### config.mk
export PLATFORM = sky130hd
export DESIGN_NAME = cfg_twi_slave
export DESIGN_NICKNAME = d
export VERILOG_FILES = /design/src/rtl/cfg_twi_pkg.sv /design/src/rtl/twi_bus_sync.sv /design/src/rtl/cfg_regfile.sv /design/src/rtl/cfg_twi_slave.sv
export SDC_FILE = /design/constraint.sdc
export NUM_CORES = 1
export LEC_CHECK = 0
export ABC_AREA = 1
export CORE_MARGIN = 4
export CORE_UTILIZATION = 30
export DETAILED_ROUTE_END_ITERATION = 12
export GPL_TIMING_DRIVEN = 0
export SKIP_LAST_GASP = 1
export SLEW_MARGIN = 10
export SYNTH_ARGS = -nofsm -noshare
export SYNTH_HDL_FRONTEND = slang
export SYNTH_SLANG_ARGS = --single-unit
### constraint.sdc
create_clock -name clk -period 5.76 [get_ports clk]
set_input_delay 1.152 -clock clk [delete_from_list [all_inputs] [get_ports clk]]
set_output_delay 1.152 -clock clk [all_outputs]
set_load 0.005 [all_outputs]
### src/rtl/cfg_twi_pkg.sv
package cfg_twi_pkg;

    typedef enum logic [2:0] {
        ST_IDLE,
        ST_ADDR,
        ST_ACK_ADDR,
        ST_RX,
        ST_ACK_RX,
        ST_TX,
        ST_TX_MACK,
        ST_IGNORE
    } twi_state_t;

    // Number of dummy bytes that precede write data.
    localparam int unsigned DUMMY_BYTES = 2;

    // Power-up content of each configuration register; reserved bits read as zero.
    function automatic logic [7:0] por_value(int unsigned idx);
        case (idx)
            0:       return 8'h00;
            1, 2, 3: return 8'hFF;
            4:       return 8'h0F;
            5:       return 8'h13;
            default: return 8'h00;
        endcase
    endfunction

endpackage

### src/rtl/twi_bus_sync.sv
module twi_bus_sync #(
    parameter int STAGES = 2
) (
    input  logic clk,
    input  logic rst_n,
    input  logic scl_i,
    input  logic sda_i,
    output logic scl_s,
    output logic sda_s,
    output logic scl_rise,
    output logic scl_fall,
    output logic start_det,
    output logic stop_det
);
    logic [1:0] raw;
    logic [1:0] now;
    logic [1:0] old;

    assign raw = {scl_i, sda_i};

    for (genvar g = 0; g < 2; g++) begin : g_line
        logic [STAGES:0] sh;
        always_ff @(posedge clk or negedge rst_n) begin
            if (!rst_n) sh <= '1;
            else        sh <= {sh[STAGES-1:0], raw[g]};
        end
        assign now[g] = sh[STAGES-1];
        assign old[g] = sh[STAGES];
    end

    assign scl_s     = now[1];
    assign sda_s     = now[0];
    assign scl_rise  = now[1] & ~old[1];
    assign scl_fall  = ~now[1] & old[1];
    assign start_det = now[1] & old[1] & old[0] & ~now[0];
    assign stop_det  = now[1] & old[1] & ~old[0] & now[0];
endmodule

### src/rtl/cfg_regfile.sv
module cfg_regfile
    import cfg_twi_pkg::*;
#(
    parameter int NREG = 7,
    parameter int IDXW = $clog2(NREG + 1)
) (
    input  logic              clk,
    input  logic              rst_n,
    input  logic              wr_en,
    input  logic [IDXW-1:0]   wr_idx,
    input  logic [7:0]        wr_data,
    input  logic [IDXW-1:0]   rd_idx,
    output logic [7:0]        rd_data,
    output logic [NREG*8-1:0] cfg_flat
);
    logic [7:0] regs [NREG];

    for (genvar i = 0; i < NREG; i++) begin : g_reg
        always_ff @(posedge clk or negedge rst_n) begin
            if (!rst_n)                                   regs[i] <= por_value(i);
            else if (wr_en && wr_idx == IDXW'(i))         regs[i] <= wr_data;
        end
        assign cfg_flat[i*8 +: 8] = regs[i];
    end

    always_comb begin
        rd_data = 8'hFF;
        for (int i = 0; i < NREG; i++) begin
            if (rd_idx == IDXW'(i)) rd_data = regs[i];
        end
    end
endmodule

### src/rtl/cfg_twi_slave.sv
module cfg_twi_slave
    import cfg_twi_pkg::*;
#(
    parameter int         NREG     = 7,
    parameter logic [6:0] SLV_ADDR = 7'b1101001,
    parameter int         SYNC_STG = 2
) (
    input  logic              clk,
    input  logic              rst_n,
    input  logic              scl_i,
    input  logic              sda_i,
    output logic              sda_oe,
    output logic [NREG*8-1:0] cfg_o
);
    localparam int IDXW = $clog2(NREG + 1);
    localparam logic [IDXW-1:0] IDX_END = IDXW'(NREG);

    logic scl_s, sda_s, scl_rise, scl_fall, start_det, stop_det;

    twi_bus_sync #(.STAGES(SYNC_STG)) u_sync (
        .clk(clk), .rst_n(rst_n), .scl_i(scl_i), .sda_i(sda_i),
        .scl_s(scl_s), .sda_s(sda_s), .scl_rise(scl_rise), .scl_fall(scl_fall),
        .start_det(start_det), .stop_det(stop_det)
    );

    twi_state_t      state;
    logic [3:0]      bitcnt;
    logic [7:0]      shreg;
    logic [7:0]      txsh;
    logic [IDXW-1:0] idx;
    logic [1:0]      dcnt;
    logic            rw;
    logic            byte_done;
    logic            wr_en;
    logic [7:0]      rd_data;

    assign byte_done = scl_fall && (bitcnt == 4'd8);
    assign wr_en = (state == ST_RX) && byte_done && !start_det && !stop_det
                   && (dcnt == 2'(DUMMY_BYTES)) && (idx != IDX_END);

    cfg_regfile #(.NREG(NREG), .IDXW(IDXW)) u_regs (
        .clk(clk), .rst_n(rst_n), .wr_en(wr_en), .wr_idx(idx), .wr_data(shreg),
        .rd_idx(idx), .rd_data(rd_data), .cfg_flat(cfg_o)
    );

    // State register and datapath
    always_ff @(posedge clk or negedge rst_n) begin
        if (!rst_n) begin
            state  <= ST_IDLE;
            bitcnt <= '0;
            shreg  <= '0;
            txsh   <= '1;
            idx    <= '0;
            dcnt   <= '0;
            rw     <= 1'b0;
        end else if (start_det) begin
            state  <= ST_ADDR;
            bitcnt <= '0;
            idx    <= '0;
            dcnt   <= '0;
        end else if (stop_det) begin
            state  <= ST_IDLE;
        end else begin
            unique case (state)
                ST_IDLE, ST_IGNORE: begin
                end
                ST_ADDR, ST_RX: begin
                    if (scl_rise) begin
                        shreg  <= {shreg[6:0], sda_s};
                        bitcnt <= bitcnt + 4'd1;
                    end else if (byte_done) begin
                        bitcnt <= '0;
                        if (state == ST_ADDR) begin
                            if (shreg[7:1] == SLV_ADDR) begin
                                state <= ST_ACK_ADDR;
                                rw    <= shreg[0];
                            end else begin
                                state <= ST_IGNORE;
                            end
                        end else begin
                            state <= ST_ACK_RX;
                            if (dcnt != 2'(DUMMY_BYTES)) dcnt <= dcnt + 2'd1;
                            else if (idx != IDX_END)      idx  <= idx + 1'b1;
                        end
                    end
                end
                ST_ACK_ADDR: begin
                    if (scl_fall) begin
                        if (rw) begin
                            state <= ST_TX;
                            txsh  <= rd_data;
                            if (idx != IDX_END) idx <= idx + 1'b1;
                        end else begin
                            state <= ST_RX;
                        end
                    end
                end
                ST_ACK_RX: begin
                    if (scl_fall) state <= ST_RX;
                end
                ST_TX: begin
                    if (scl_fall) begin
                        if (bitcnt == 4'd7) begin
                            bitcnt <= '0;
                            state  <= ST_TX_MACK;
                        end else begin
                            bitcnt <= bitcnt + 4'd1;
                            txsh   <= {txsh[6:0], 1'b1};
                        end
                    end
                end
                ST_TX_MACK: begin
                    if (scl_rise) begin
                        if (sda_s) begin
                            state <= ST_IGNORE;
                        end else begin
                            txsh <= rd_data;
                            if (idx != IDX_END) idx <= idx + 1'b1;
                        end
                    end else if (scl_fall) begin
                        state <= ST_TX;
                    end
                end
            endcase
        end
    end

    // Output decode
    always_comb begin
        unique case (state)
            ST_ACK_ADDR, ST_ACK_RX: sda_oe = 1'b1;
            ST_TX:                  sda_oe = ~txsh[7];
            default:                sda_oe = 1'b0;
        endcase
    end
endmodule

==> results.cfg, run 1 <==
[critical_path]
slowest_delay_ns = 0.47
cp_max_fo = 10
ff2ff_path_depth = 11
crit_path_end = sda_oe
crit_chain = inv_1, nand2_1, inv_1, nand2_1, clkbuf_1, buf_2, o211ai_1, clkdlybuf4s50_1
regToRegSetupSlack_ns = 3.53
start_kind = flip-flop
arrival_ns = 2.43
endpoint_kind = output port
path_buf_inv = 5
cp_data_required_time_ns = 4.61
crit_slowest_cell = clkdlybuf4s50_1
r2r-end = txsh[6]
crit_family = buffers and inverters
r2r-start = idx[0]
critPathKind = flip-flop to output port
crit_cells = 8
crit_path_start = state[1]

[global_routing]
grt_pass1_wl_um = 21100
antenna_found_initial = 0
grtUsageTotal_pct = 14.6
gr-total-overflow = 0
grt_pass1_vias = 3950
grt_start_max_net_pins = 63

[clock_tree]
numCtsBuffers = 9
cts_buffer_depth = 2
root_buffer = clkbuf_16
clkTransAtPathRegs_ns = 0.06
cts_tree = yes
h-tree-depth = 3
holdBufCountCts = 0
clk_latency_ns = 0.35
clock_sinks = 91
cts.repair.resized = 0
post-cts-setup-buffers = 0

[min_path]
hold_class = flip-flop to flip-flop

[synthesis]
synth_top_cell_by_area = dfstp_2
synth_fp_nets = 620
syn-cell-area_sq_mm = 0.00497
syn_area_per_cell_sq_um = 8.23
synth_async_sr_flop_share_pct = 100
synth_area_leaders = dfstp_2 (24%), dfrtp_1 (23%), nand2_1 (12%)
synth_common_cells = nand2_1 (165), inv_1 (87), o21ai_0 (74)
ys_seq_elements = 91
synth.distinct_cells = 38
yosys_most_used_dff = dfrtp_1
synth_edf_count = 0
yosysWarnings = 0
synthMostInstantiatedCell = nand2_1
netlist_instances = 604
yosysTopAreaCellShare_pct = 23.8
seq_area_frac_synth_pct = 46.9

[detailed_routing]
postRouteWirelength_um = 12800
route.detailed.drc = 0
drtIter0Drc = 278
wl_per_cell_um = 14.2
detail-route-antenna-nets = 0
vias = 4062
first_pass_iters = 5
via_per_inst = 4.53

[sta]
min_period_over_period_pct = 62.2
setup_slack_ns = 2.18
fmax_mhz = 279
tightestPinTransition_ns = 0.488
fin_crit_ns = 3.58
hold_violations = 0
slew_violations = 0
slew-limit-headroom_pct = 67.5
rsz0062_at_grt = false
finalSetupTns_ns = 0
fin_skew_ns = 0.0121
setup_viol = 0

[finish]
fillCellCount = 1618
finish.utilization_pct = 38.5
nNetsFinal = 692
drive_above_1_share_pct = 16.3
final_cell_area_sq_mm = 0.00618
n_antenna_cell = 0
regArea_sq_mm = 0.00233
synthToLayoutAreaGrowth_pct = 24.3
multi_input_area_sq_mm = 0.00214

[pwr]
p_leak_nw = 2.79
swShare_pct = 40.0
ir_worst_vdd_mv = 0.160
p_sw_mw = 0.909
power_density_mw_per_mm2 = 368
internal_power_mw = 1.36
power_frac_seq_pct = 35.9
clockPowerShare_pct = 27.5
combPwrFrac_pct = 36.7

[floorplan]
die_w_um = 137
rows = 46
start_util_pct = 31.0
core_area_sq_mm = 0.0161
die-area_sq_mm = 0.0187
die_h_um = 137
pin_count = 61

[placement]
dpl.hpwl_um = 9560
gp_congestion = 0.823
pre_cts_slack_ns = 2.56
io_buffers = 60
dpl_cell_area_sq_mm = 0.00587

[status]
status = finished, final reports clean

[run]
maxCapViolCount = 0
==> power groups by stage <==
stage / Sequential [mW] / Combinational (mW) / Clock, mW
after global routing: 0.825 / 0.969 / 0.660
after CTS: 0.814 / 0.839 / 0.639
after floorplan: 0.791 / 0.600 / 0
after global placement: 0.823 / 0.828 / 0
final: 0.815 / 0.834 / 0.624
after detailed placement: 0.823 / 0.837 / 0
==> placed cells by master, fill, tap and decap left out, types with 3 or more instances in the layout <==
master,n
nor2_8,8
buf_8,3
o21a_1,16
inv_1,87
clkbuf_1,4
clkbuf_16,9
clkdlybuf4s50_1,59
nor3_1,8
dfrtp_1,46
nand2_2,8
o21ai_1,10
a21oi_1,29
nand2_1,165
buf_6,5
inv_2,4
nand3_1,9
nand4_1,4
buf_2,6
o21ai_2,7
dfstp_2,45
o21ai_0,74
nor2_1,34
ha_1,12
==> worst reg2reg max path, cell delays in order, from the launching register on <==
cell	delay, ns
dfrtp_1	0.42
inv_1	0.08
ha_1	0.23
nand2_1	0.31
clkinv_1	0.35
a21oi_1	0.22
o21ai_0	0.18
nand2_1	0.12
nand2_1	0.07
nand2_1	0.07
nand2_1	0.05
nand2_1	0.06
==> routing by layer <==
layer	vias up	GRT usage, %	routed length [um]
met5	-	0	0
met4	0	4.37	209
met3	16	3.46	591
met2	95	21.9	5620
met1	1894	20.8	6360
li1	2057	-	-
==> through the flow <==
step / hold slack [ns] / power [mW] / std cells
2_1_floorplan: 0.345 / 1.39 / 604
3_3_place_gp: 0.346 / 1.65 / 880
3_5_place_dp: 0.347 / 1.66 / 881
4_1_cts: 0.357 / 2.29 / 897
5_1_grt: 0.364 / 2.45 / 897
6_report: 0.356 / 2.27 / 897
==> final cells by class <==
type / count / area share (%)
Multi-Input combinational cell: 402 / 34.6
Clock buffer: 12 / 4.15
Buffer: 17 / 2.31
Clock inverter: 4 / 0.931
Tap cell: 216 / 4.37
Inverter: 94 / 5.79
Sequential cell: 91 / 37.7
Timing Repair Buffer: 61 / 10.1
==> sequential cells by signal (all words and copies together), names as in the netlist <==
register / flops
u_regs.cfg_flat: 56
shreg: 8
txsh: 8
u_sync.g_line.sh: 6
bitcnt: 4
idx: 3
state: 3
dcnt: 2
rw: 1
==> logic make-up (layout without fill, tap and decap cells) <==
logic type	count (synthesis)	in the layout	share of synthesized area (%)
fa+ha+maj	12	12	3.02
mux	1	1	0.226
simple gates	245	245	23.5
buf+inv	111	188	10.1
compound gates	143	143	16.1
flops	91	91	46.9
xor+xnor	1	1	0.176
==> how the worst min path moves through the flow <==
| stage | slack, ns | from | to | cells after the start |
|---|---|---|---|---|
| finish | 0.36 | u_sync.g_line[1].sh[0] | u_sync.g_line[1].sh[1] | 0 |
| global route | 0.36 | u_sync.g_line[0].sh[0] | u_sync.g_line[0].sh[1] | 0 |
| global placement | 0.35 | u_sync.g_line[0].sh[0] | u_sync.g_line[0].sh[1] | 0 |
| CTS | 0.36 | u_sync.g_line[0].sh[0] | u_sync.g_line[0].sh[1] | 0 |
| detailed placement | 0.35 | u_sync.g_line[0].sh[0] | u_sync.g_line[0].sh[1] | 0 |
| floorplan | 0.35 | u_sync.g_line[0].sh[0] | u_sync.g_line[0].sh[1] | 0 |
No activity file was read; power rests on OpenSTA's default activity.
==> run 2: changes to the inputs <==
Clock period 5.76 ns to 3.7 ns, I/O delays scaled along.
==> results of run 2 <==
The final DEF is identical to that of run 1. Status: finished, final reports clean.
Among the figures that moved: setup slack after placement 2.56 ns -> 0.908 ns; clock-pin slew on the worst setup and hold paths 0.06 ns -> 0.07 ns; setup slack after layout 2.18 ns -> 0.527 ns; hold slack 0.356 ns -> 0.326 ns; register-to-register setup slack 3.53 ns -> 1.47 ns; total power 2.27 mW -> 3.54 mW; worst IR drop on VDD 0.160 mV -> 0.249 mV
==> run 3: changes to the inputs <==
Settings changed: CORE_MARGIN 4 to 2.
==> results.cfg, run 3 (same netlist as run 1, synthesis figures left out) <==
[min_path]
hold_class = flip-flop to flip-flop
hold_path_startpoint = u_sync.g_line[1].sh[0]

[pwr]
p_leak_nw = 2.76
ir_worst_vdd_mv = 0.254
power_density_mw_per_mm2 = 554

[clock_tree]
root_buffer = clkbuf_16
post-cts-setup-buffers = 0
clk_latency_ns = 0.35
clkTransAtPathRegs_ns = 0.06
cts_tree = yes
h-tree-depth = 3
clock_sinks = 91
cts_buffer_depth = 2
cts.repair.resized = 0
holdBufCountCts = 0
numCtsBuffers = 9

[critical_path]
slowest_delay_ns = 0.54
crit_slowest_cell = clkdlybuf4s50_1
cp_data_required_time_ns = 2.96
start_kind = flip-flop
cp_max_fo = 10
critPathKind = flip-flop to output port
endpoint_kind = output port
crit_path_start = state[1]
path_buf_inv = 5
crit_family = buffers and inverters
crit_chain = inv_1, nand2_1, inv_1, nand2_1, clkbuf_1, buf_2, o211ai_1, clkdlybuf4s50_1
arrival_ns = 2.42
r2r-start = u_sync.g_line[1].sh[2]

[global_routing]
grt_pass1_wl_um = 20600
grt_start_max_net_pins = 50
grtUsageTotal_pct = 14.9
antenna_found_initial = 0
grt_pass1_vias = 3876
gr-total-overflow = 0

[finish]
finish.utilization_pct = 37.5
drive_above_1_share_pct = 16.3
final_cell_area_sq_mm = 0.00614
n_antenna_cell = 0
largest_register_ffs = 56
mostFrequentLayoutCell = nand2_1
fillCellCount = 1667
synthToLayoutAreaGrowth_pct = 23.6
nNetsFinal = 692
final_cell_mix = nand2_1 (165), inv_1 (87), o21ai_0 (74), clkdlybuf4s50_1 (59), dfrtp_1 (46)

[placement]
dpl_cell_area_sq_mm = 0.00587
dpl.hpwl_um = 9360
gp_congestion = 0.882
io_buffers = 60
pre_cts_slack_ns = 0.882

[detailed_routing]
drtIter0Drc = 306
first_pass_iters = 5
route.detailed.drc = 0
postRouteWirelength_um = 12600
wl_per_cell_um = 13.9
vias = 4066
via_per_inst = 4.51
detail-route-antenna-nets = 0

[sta]
setup_viol = 0
min_period_over_period_pct = 85.4
slew_violations = 0
fin_skew_ns = 0.00978
fmax_mhz = 316
rsz0062_at_grt = false
hold_violations = 0
setup_slack_ns = 0.538
tightestPinTransition_ns = 0.572
slew-limit-headroom_pct = 61.9
fin_crit_ns = 3.16

[floorplan]
die_w_um = 133
start_util_pct = 30.3
die_h_um = 133
pin_count = 61
rows = 47
core_area_sq_mm = 0.0164
die-area_sq_mm = 0.0176

[status]
status = finished, final reports clean

[run]
maxCapViolCount = 0
[run 3: final timing paths]
path	endpoint	slack [ns]	cells after the start
setup / recovery	sda_oe	0.54	8
hold / removal	u_sync.g_line[1].sh[1]	0.36	0
setup reg to reg	u_regs.cfg_flat[39]	1.54	6
hold reg to reg	u_sync.g_line[1].sh[1]	0.36	0
max in group asynchronous	u_sync.g_line[1].sh[2]	2.63	2
min in group asynchronous	u_regs.cfg_flat[7]	0.38	1
[run 3: metrics by stage]
| step | TNS (ns) | hold WS (ns) | total power, mW | instances |
|---|---|---|---|---|
| 3_5_place_dp | 0 | 0.347 | 2.56 | 885 |
| 6_report | 0 | 0.355 | 3.41 | 901 |
| 3_3_place_gp | -85.34 | 0.346 | 2.56 | 884 |
| 4_1_cts | 0 | 0.356 | 3.44 | 901 |
| 2_1_floorplan | 0 | 0.345 | 2.17 | 604 |
| 5_1_grt | 0 | 0.359 | 3.70 | 901 |
[run 3: layer usage]
metal	vias to the layer above	GRT usage [%]	wire length (um)
met3	10	3.07	535
met2	99	22.9	5690
met1	1891	20.8	6190
li1	2066	-	-
met5	-	0	0
met4	0	5.50	136
[run 3: area by class of cell]
type	instances	area, sq um	share of cell area, %
multi-input cells	402	2140	34.8
clock buffers	10	229	3.73
well taps	220	275	4.48
inverters	94	358	5.82
flip-flops and latches	91	2330	38.0
plain buffers	17	143	2.32
clock inverters	6	42.5	0.692
repair buffers	61	626	10.2
[run 3: report_power, final]
part           switching [mW]  leakage, nW  internal, mW
Combinational           0.862         1.54         0.420
Clock                   0.402        0.117         0.454
Sequential              0.132         1.10          1.14
Total                    1.40         2.76          2.01
[run 3: worst reg2reg max path: cells and delay by family (launching register included)]
kind | cells | cell delay (ns)
and+or+nand+nor | 4 | 0.90
DFF | 1 | 0.54
adders and majority gates | 1 | 0.27
muxes | 1 | 0.33
